## src/rtl/disp_xmit_pkg.sv

```systemverilog
package disp_xmit_pkg;
  typedef struct packed {
    logic ready;
    logic ie;
  } disp_flags_t;

  localparam disp_flags_t FLAGS_RESET = '{ready: 1'b1, ie: 1'b0};
endpackage

```

## src/rtl/disp_rst_sync.sv

```systemverilog
module disp_rst_sync #(
  parameter int STAGES = 2
) (
  input  logic clk,
  input  logic rst_n,
  output logic rst_sync_n
);
  logic [STAGES-1:0] chain_q;

  always_ff @(posedge clk or negedge rst_n) begin
    if (!rst_n) chain_q <= '0;
    else        chain_q <= {chain_q[STAGES-2:0], 1'b1};
  end

  assign rst_sync_n = chain_q[STAGES-1];
endmodule

```

## src/rtl/disp_flag_reg.sv

```systemverilog
module disp_flag_reg
  import disp_xmit_pkg::*;
(
  input  logic        clk,
  input  logic        rst_n,
  input  logic        accept,
  input  logic        done,
  input  logic        stat_wr,
  input  logic        ie_wbit,
  output disp_flags_t flags_q
);
  disp_flags_t flags_d;
  logic        flags_en;

  always_comb begin
    flags_d = flags_q;
    if (accept)                  flags_d.ready = 1'b0;
    else if (done && !flags_q.ready) flags_d.ready = 1'b1;
    if (stat_wr)                 flags_d.ie = ie_wbit;
  end

  assign flags_en = accept | done | stat_wr;

  always_ff @(posedge clk or negedge rst_n) begin
    if (!rst_n)        flags_q <= FLAGS_RESET;
    else if (flags_en) flags_q <= flags_d;
  end

  AST_DONE_SETS_READY: assert property (@(posedge clk) disable iff (!rst_n)
    (done && !flags_q.ready && !accept) |=> flags_q.ready);
  AST_READY_ONLY_ON_DONE: assert property (@(posedge clk) disable iff (!rst_n)
    $rose(flags_q.ready) |-> $past(done));
endmodule

```

## src/rtl/disp_char_chan.sv

```systemverilog
module disp_char_chan #(
  parameter int CHAR_W = 8
) (
  input  logic              clk,
  input  logic              rst_n,
  input  logic              accept,
  input  logic [CHAR_W-1:0] char_in,
  output logic [CHAR_W-1:0] char_q,
  output logic              valid_q
);
  logic [CHAR_W-1:0] char_d;
  logic              valid_d;

  always_comb begin
    char_d  = accept ? char_in : char_q;
    valid_d = accept;
  end

  always_ff @(posedge clk or negedge rst_n) begin
    if (!rst_n)      char_q <= '0;
    else if (accept) char_q <= char_d;
  end

  always_ff @(posedge clk or negedge rst_n) begin
    if (!rst_n) valid_q <= 1'b0;
    else        valid_q <= valid_d;
  end

  AST_VALID_SINGLE: assert property (@(posedge clk) disable iff (!rst_n)
    valid_q |=> !valid_q);
  AST_CHAR_HELD: assert property (@(posedge clk) disable iff (!rst_n)
    !valid_q |-> $stable(char_q));
endmodule

```

## src/rtl/disp_xmit_regs.sv

```systemverilog
module disp_xmit_regs
  import disp_xmit_pkg::*;
#(
  parameter int REG_W       = 16,
  parameter int CHAR_W      = 8,
  parameter int RDY_POS     = 15,
  parameter int IE_POS      = 14,
  parameter int SYNC_STAGES = 2
) (
  input  logic              clk,
  input  logic              rst_n,
  input  logic              stat_wr,
  input  logic              data_wr,
  input  logic [REG_W-1:0]  wdata,
  output logic [REG_W-1:0]  stat_rdata,
  output logic [REG_W-1:0]  data_rdata,
  output logic              disp_valid,
  output logic [CHAR_W-1:0] disp_char,
  input  logic              disp_done,
  output logic              irq
);
  localparam int PAD_W = REG_W - CHAR_W;

  logic        rst_sync_n;
  disp_flags_t flags;
  logic        accept;
  logic        wdata_unused;

  assign wdata_unused = ^wdata;

  disp_rst_sync #(.STAGES(SYNC_STAGES)) u_rst (
    .clk        (clk),
    .rst_n      (rst_n),
    .rst_sync_n (rst_sync_n)
  );

  assign accept = data_wr & flags.ready;

  disp_flag_reg u_flags (
    .clk     (clk),
    .rst_n   (rst_sync_n),
    .accept  (accept),
    .done    (disp_done),
    .stat_wr (stat_wr),
    .ie_wbit (wdata[IE_POS]),
    .flags_q (flags)
  );

  disp_char_chan #(.CHAR_W(CHAR_W)) u_chan (
    .clk     (clk),
    .rst_n   (rst_sync_n),
    .accept  (accept),
    .char_in (wdata[CHAR_W-1:0]),
    .char_q  (disp_char),
    .valid_q (disp_valid)
  );

  always_comb begin
    stat_rdata          = '0;
    stat_rdata[RDY_POS] = flags.ready;
    stat_rdata[IE_POS]  = flags.ie;
  end

  assign data_rdata = {{PAD_W{1'b0}}, disp_char};
  assign irq        = flags.ready & flags.ie;

  AST_ACCEPT_CLEARS_READY: assert property (@(posedge clk) disable iff (!rst_sync_n)
    (data_wr && stat_rdata[RDY_POS]) |=> !stat_rdata[RDY_POS]);
  AST_VALID_AFTER_WRITE: assert property (@(posedge clk) disable iff (!rst_sync_n)
    disp_valid |-> $past(data_wr));
  AST_BUSY_WRITE_DROPPED: assert property (@(posedge clk) disable iff (!rst_sync_n)
    (data_wr && !stat_rdata[RDY_POS]) |=> (!disp_valid && $stable(disp_char)));
  AST_NO_IRQ_WHEN_BUSY: assert property (@(posedge clk) disable iff (!rst_sync_n)
    !stat_rdata[RDY_POS] |-> !irq);
  AST_UPPER_BYTE_ZERO: assert property (@(posedge clk) disable iff (!rst_sync_n)
    data_rdata[REG_W-1:CHAR_W] == '0);
endmodule

```

## config.mk

```make
export PLATFORM = sky130hd
export DESIGN_NAME = disp_xmit_regs
export DESIGN_NICKNAME = d
export VERILOG_FILES = /design/src/rtl/disp_xmit_pkg.sv /design/src/rtl/disp_rst_sync.sv /design/src/rtl/disp_flag_reg.sv /design/src/rtl/disp_char_chan.sv /design/src/rtl/disp_xmit_regs.sv
export SDC_FILE = /design/constraint.sdc
export NUM_CORES = 1
export LEC_CHECK = 0
export BUFFER_PORTS_ARGS = -buffer_cell sky130_fd_sc_hd__buf_2
export CAP_MARGIN = 20
export CORE_MARGIN = 1
export CORE_UTILIZATION = 36
export CTS_CLUSTER_SIZE = 20
export DETAILED_ROUTE_END_ITERATION = 16
export GPL_ROUTABILITY_DRIVEN = 0
export HOLD_SLACK_MARGIN = 0.02
export PLACE_DENSITY = 0.84
export SLEW_MARGIN = 10
export SYNTH_ARGS = -nofsm -noshare
export SYNTH_HDL_FRONTEND = slang
export SYNTH_SLANG_ARGS = --single-unit
```

## constraint.sdc

```tcl
create_clock -name clk -period 1.2 [get_ports clk]
set_clock_uncertainty 0.2 [all_clocks]
set_input_delay 0.12 -clock clk [delete_from_list [all_inputs] [get_ports clk]]
set_output_delay 0.12 -clock clk [all_outputs]
set_load 0.02 [all_outputs]
```

After elaboration in Yosys (flattened, before gate mapping)
Cells that the tools add are included.

Register bits: 13. Input port bits: 21. Output and inout bits: 42. Word-level logic and storage cells: 16.

Muxes and demuxes: 2. Bitwise operators: 4. Reduce and logical (&&, ||, !) cells: 5.

Operator list (count): 2-bit AND reduction (2); 1-bit bitwise AND (2); 1-bit two-way mux (2); 1-bit bitwise OR (2); 2-bit nonzero test (1); 1-bit logical AND (1); 1-bit logical NOT (1).

Logic depth before layout (Yosys ltp)
Depth in word-level cells: 4. Gate-level depth with buffers: 2. Gate-level depth less buffers: 2.

Hierarchy
A second synthesis with hierarchy kept.

Cell total of the unflattened synthesis: 58. Area total of the unflattened synthesis: 728.2 um2.

Modules (own cells, without submodules): disp_char_chan (times used 1, cells each 18, area an instance 356.6 um2, seq. area each 225.2 um2); disp_xmit_regs (times used 1, cells each 33, area an instance 241.5 um2, seq. area each 0.0 um2); disp_flag_reg (times used 1, cells each 4, area an instance 76.3 um2, seq. area each 51.3 um2); disp_rst_sync (times used 1, cells each 3, area an instance 53.8 um2, seq. area each 50.0 um2).

Least setup slack after synthesis
No wires, ideal clock.

Path kind: flip-flop to flip-flop. From: register u_flags.flags_q[1] (netlist name). To: register u_chan.char_q[0]. Arrival time: 0.980 ns. Path slack: -0.105 ns. Stages on the path, launching flop included: 3. Path buffers: 0. Path through: dfstp_2 > nand2_4 > mux2_2.

Cells in the longest elaborated chain, start to end: 1.

RTL lines: start, declared (line disp_flag_reg.sv:10) `output disp_flags_t flags_q`; start signal, assigned (line disp_flag_reg.sv:26) `else if (flags_en) flags_q <= flags_d;`; 1-bit bitwise AND (line disp_xmit_regs.sv:37) `assign accept = data_wr & flags.ready;`; end signal, assigned (line disp_char_chan.sv:21) `else if (accept) char_q <= char_d;`; end, declared (line disp_char_chan.sv:8) `output logic [CHAR_W-1:0] char_q,`.

Every way passes these cells. A chain may end at the register's enable or synchronous reset.

Worst setup path after layout
From: register u_flags.flags_q[1] (netlist name). To: output irq.

Cells in the longest elaborated chain, start to end: 1.

RTL lines: 1-bit bitwise AND (line disp_xmit_regs.sv:65) `assign irq = flags.ready & flags.ie;`; end, declared (line disp_xmit_regs.sv:20) `output logic irq`.

Every way passes these cells.

==> Flow_metrics.wiki <==
{| class="wikitable"
! Metric !! Value
|-
| Cell count of the worst hold path || 3
|-
| Hold Path Sink || u_chan.valid_q
|-
| FF/Latch Area || about 330 um^2
|-
| Detailed-route vias per instance || between 3 and 4
|-
| Failing checks || hold timing, setup timing
|-
| Clock Tree Root || clkbuf_4
|-
| Overflow after GRT || 0
|-
| Share of Yosys cell area claimed by the top area cell type || a little over two fifths
|-
| Clock-pin slew on the worst setup and hold paths || about 70 ps
|-
| Post-detailed-route wirelength per cell || between 8 and 9 um
|-
| Source of the worst register-to-register timing path || u_flags.flags_q[1]
|-
| Leading cell types by count after synthesis || buf_4 (30), dfrtp_1 (12), mux2_2 (9), conb_1 (2)
|-
| DR vias || ~460
|-
| Share of cells above drive strength 1 || ~50%
|-
| Area leader, netlist || dfrtp_1
|-
| Final sum of negative setup slack || -1490 ps
|-
| Post-route fraction of the period consumed by the critical path || 114%
|-
| Die area || roughly 0.0021 mm^2
|-
| Chip width || between 40 and 50 um
|-
| Fmax || approximately 730 MHz
|-
| Status || finished with violations
|-
| Detailed Place HPWL || just under 800 um
|-
| Max-slew violation count || 0
|-
| TritonCTS clock tree || done
|-
| Placed insts || about 110
|-
| Hold-fix buffer count after cts || 13
|-
| CP Data Arrival Time || around 1100 ps
|-
| Max-cap viol count || 0
|-
| Worst Reg2Reg Path Length in Cells || 3
|-
| Cell chain of the critical path || and2_4 -> buf_6
|-
| Combined area of all synthesized cells || about 690 um^2
|-
| Delay of the slowest critical-path stage || ~550 ps
|-
| Global router's overall resource usage || 12.5%
|-
| Final wirelength || between 1000 and 1500 um
|-
| Maximum vdd drop || about 0.95 mV
|-
| Syn Inst Count || 58
|-
| Min Tclk post-route || roughly 1400 ps
|-
| DRC marker count from the first detailed-route iteration || 4
|-
| Number of hold-slack violations in the final timing report || 12
|-
| Worst hold slack across all endpoints || -41.2 ps
|-
| Capture point of the worst reg-to-reg path || u_chan.char_q[2]
|-
| Wire length of the first global-routing pass || 1700 um
|-
| Count of buffers inserted at the top-level ports || 33
|-
| Synthesis-to-finish area growth || 36.4%
|-
| Setup Slack @ Placement || -91.6 ps
|-
| Ratio of total power to cell area || roughly 1500 mW/mm^2
|-
| Initial core utilization || between 30% and 40%
|-
| Count of distinct cell types in the synthesized netlist || 9
|-
| Clock latency at the later pin of the worst-skew pair || ~270 ps
|-
| Highest net fanout along the worst path || 3
|-
| Net count of the finished layout || 122
|-
| FP Rows || 15
|-
| Share of the yosys chip area belonging to registers || a little under half
|-
| Final Non-Filler Cells || roughly 130
|-
| Maximum number of pins on one net before global-route repair || 12
|-
| Data required time at the worst endpoint || around 880 ps
|-
| Number of antenna violations at the first check in global routing || 0
|-
| Cell with the most instances after synthesis || buf_4
|-
| Unrepaired setup endpoints after global routing || yes
|-
| Maximum count of clock buffers along a single path || 2
|-
| Leakage power summed over all cells || 0.496 nW
|-
| Kind of start point of the critical path || flip-flop
|-
| N_diodes || 0
|-
| Number of buffers inserted during clock tree synthesis || 3
|-
| Count of endpoints failing setup in the final report || 10
|-
| Most used DFF post-synth || dfrtp_1
|-
| Core region area || 0.00176 mm^2
|-
| EDFF count, synth || 0
|-
| Total power || 0.00141 W
|-
| Yosys Warn Count || 0
|-
| Slowest-stage cell, CP || dfstp_2
|-
| Worst Min Path Start || data_wr
|-
| Fraction of registers with async set or reset after synthesis || 100%
|-
| Count of H-tree levels built during CTS || 1
|-
| Setup slack after layout || -174 ps
|-
| Classification of the worst setup path || reg -> out
|-
| Post-route antenna net violation count || 0
|-
| Post-route DRC violation count || 0
|-
| Final-layout fill cell count || approximately 160
|-
| Type of destination of the critical path || output pin
|-
| Post-Synthesis Mean Instance Area || about 12 um^2
|-
| Die H || roughly 46 um
|-
| Top cells by area, synth || dfrtp_1 (43%), buf_4 (33%), mux2_2 (15%), dfstp_2 (3.8%), nand2_4 (1.6%)
|-
| Flop2flop setup slack || -160 ps
|-
| Number of sinks driven by the clock tree || 13
|-
| Worst hold path type || in -> reg
|-
| Iteration count of the initial detailed-routing pass || 4
|-
| Vias in the first global route || about 390
|-
| Number of top-level pins || 63
|-
| Flop and latch count out of synthesis || 13
|-
| Area of the multi-input gates || around 220 um^2
|}
==> critical path, delay by kind of cell, from the launching register on <==
kind / cells / cell delay, ps
flip-flops: 1 / 550
AND/OR/NAND/NOR: 1 / 140
buffers and inverters: 1 / 110
==> power breakdown <==
part           internal (W)  total (W)  switching [W]
Sequential         0.000518   0.000573      0.0000552
Clock              0.000129   0.000249       0.000121
Combinational      0.000245   0.000590       0.000345
==> cells by family after synthesis <==
family                 share of synthesized area [%]
muxes                                           14.7
DFF                                             47.3
buffers and inverters                           33.2
other                                           1.09
and+or+nand+nor                                 2.72
AOI/OAI and AO/OA                               1.09
==> worst max-delay path by stage <==
stage	endpoint	slack, ps	start
6_report	irq	-170	u_flags.flags_q[1]
2_1_floorplan	u_chan.char_q[0]	-110	u_flags.flags_q[1]
5_1_grt	irq	-250	u_flags.flags_q[1]
3_3_place_gp	u_chan.char_q[6]	-70	u_flags.flags_q[1]
4_1_cts	irq	-200	u_flags.flags_q[1]
3_5_place_dp	u_chan.char_q[0]	-90	u_flags.flags_q[1]
==> per-stage QoR <==
stage	utilization [%]	instance area (um^2)
CTS	52.2	921
detailed placement	42.0	741
floorplan	-	769
global route	53.4	942
global placement	42.0	741
finish	53.4	942
==> registers in the layout, indices dropped and copies added, names as in the netlist <==
name and count:
u_chan.char_q 8, u_chan.valid_q 1, u_flags.flags_q 2, u_rst.chain_q 2
==> timing repair <==
item / in CTS / in global routing
buffers inserted: 1 / 0
gates resized for setup: 4 / 7
endpoints found under the hold margin: 23 / 2
setup endpoints to repair: 10 / 15
gates cloned: 0 / 0
==> layout by cell type (no fill, tap or decap) <==
| cell type | netlist | final |
|---|---|---|
| conb_1 | 2 | 23 |
| nand2_8 | 0 | 1 |
| clkbuf_1 | 0 | 1 |
| inv_1 | 1 | 1 |
| o21a_1 | 1 | 1 |
| dfrtp_1 | 12 | 12 |
| mux2_2 | 9 | 9 |
| dlygate4sd3_1 | 0 | 13 |
| dfstp_2 | 1 | 1 |
| buf_2 | 0 | 28 |
| buf_4 | 30 | 2 |
| and2_4 | 0 | 1 |
| buf_6 | 0 | 4 |
| clkbuf_4 | 0 | 3 |
==> cell type report <==
class                   count  area share, %
flip-flops and latches     13           34.7
clock buffers               4           2.79
well taps                  25           3.32
multi-input cells          35           23.8
inverters                   1          0.398
repair buffers             47           35.1
==> metal layers <==
layer | up-vias | track usage [%] | routed length (um)
met5 | - | 0 | 0
met4 | 0 | 5.29 | 0
met3 | 0 | 7.14 | 97
met2 | 33 | 23.1 | 635
met1 | 208 | 10.6 | 383
li1 | 218 | - | -
Note: power is estimated with default switching activity, not from simulation.
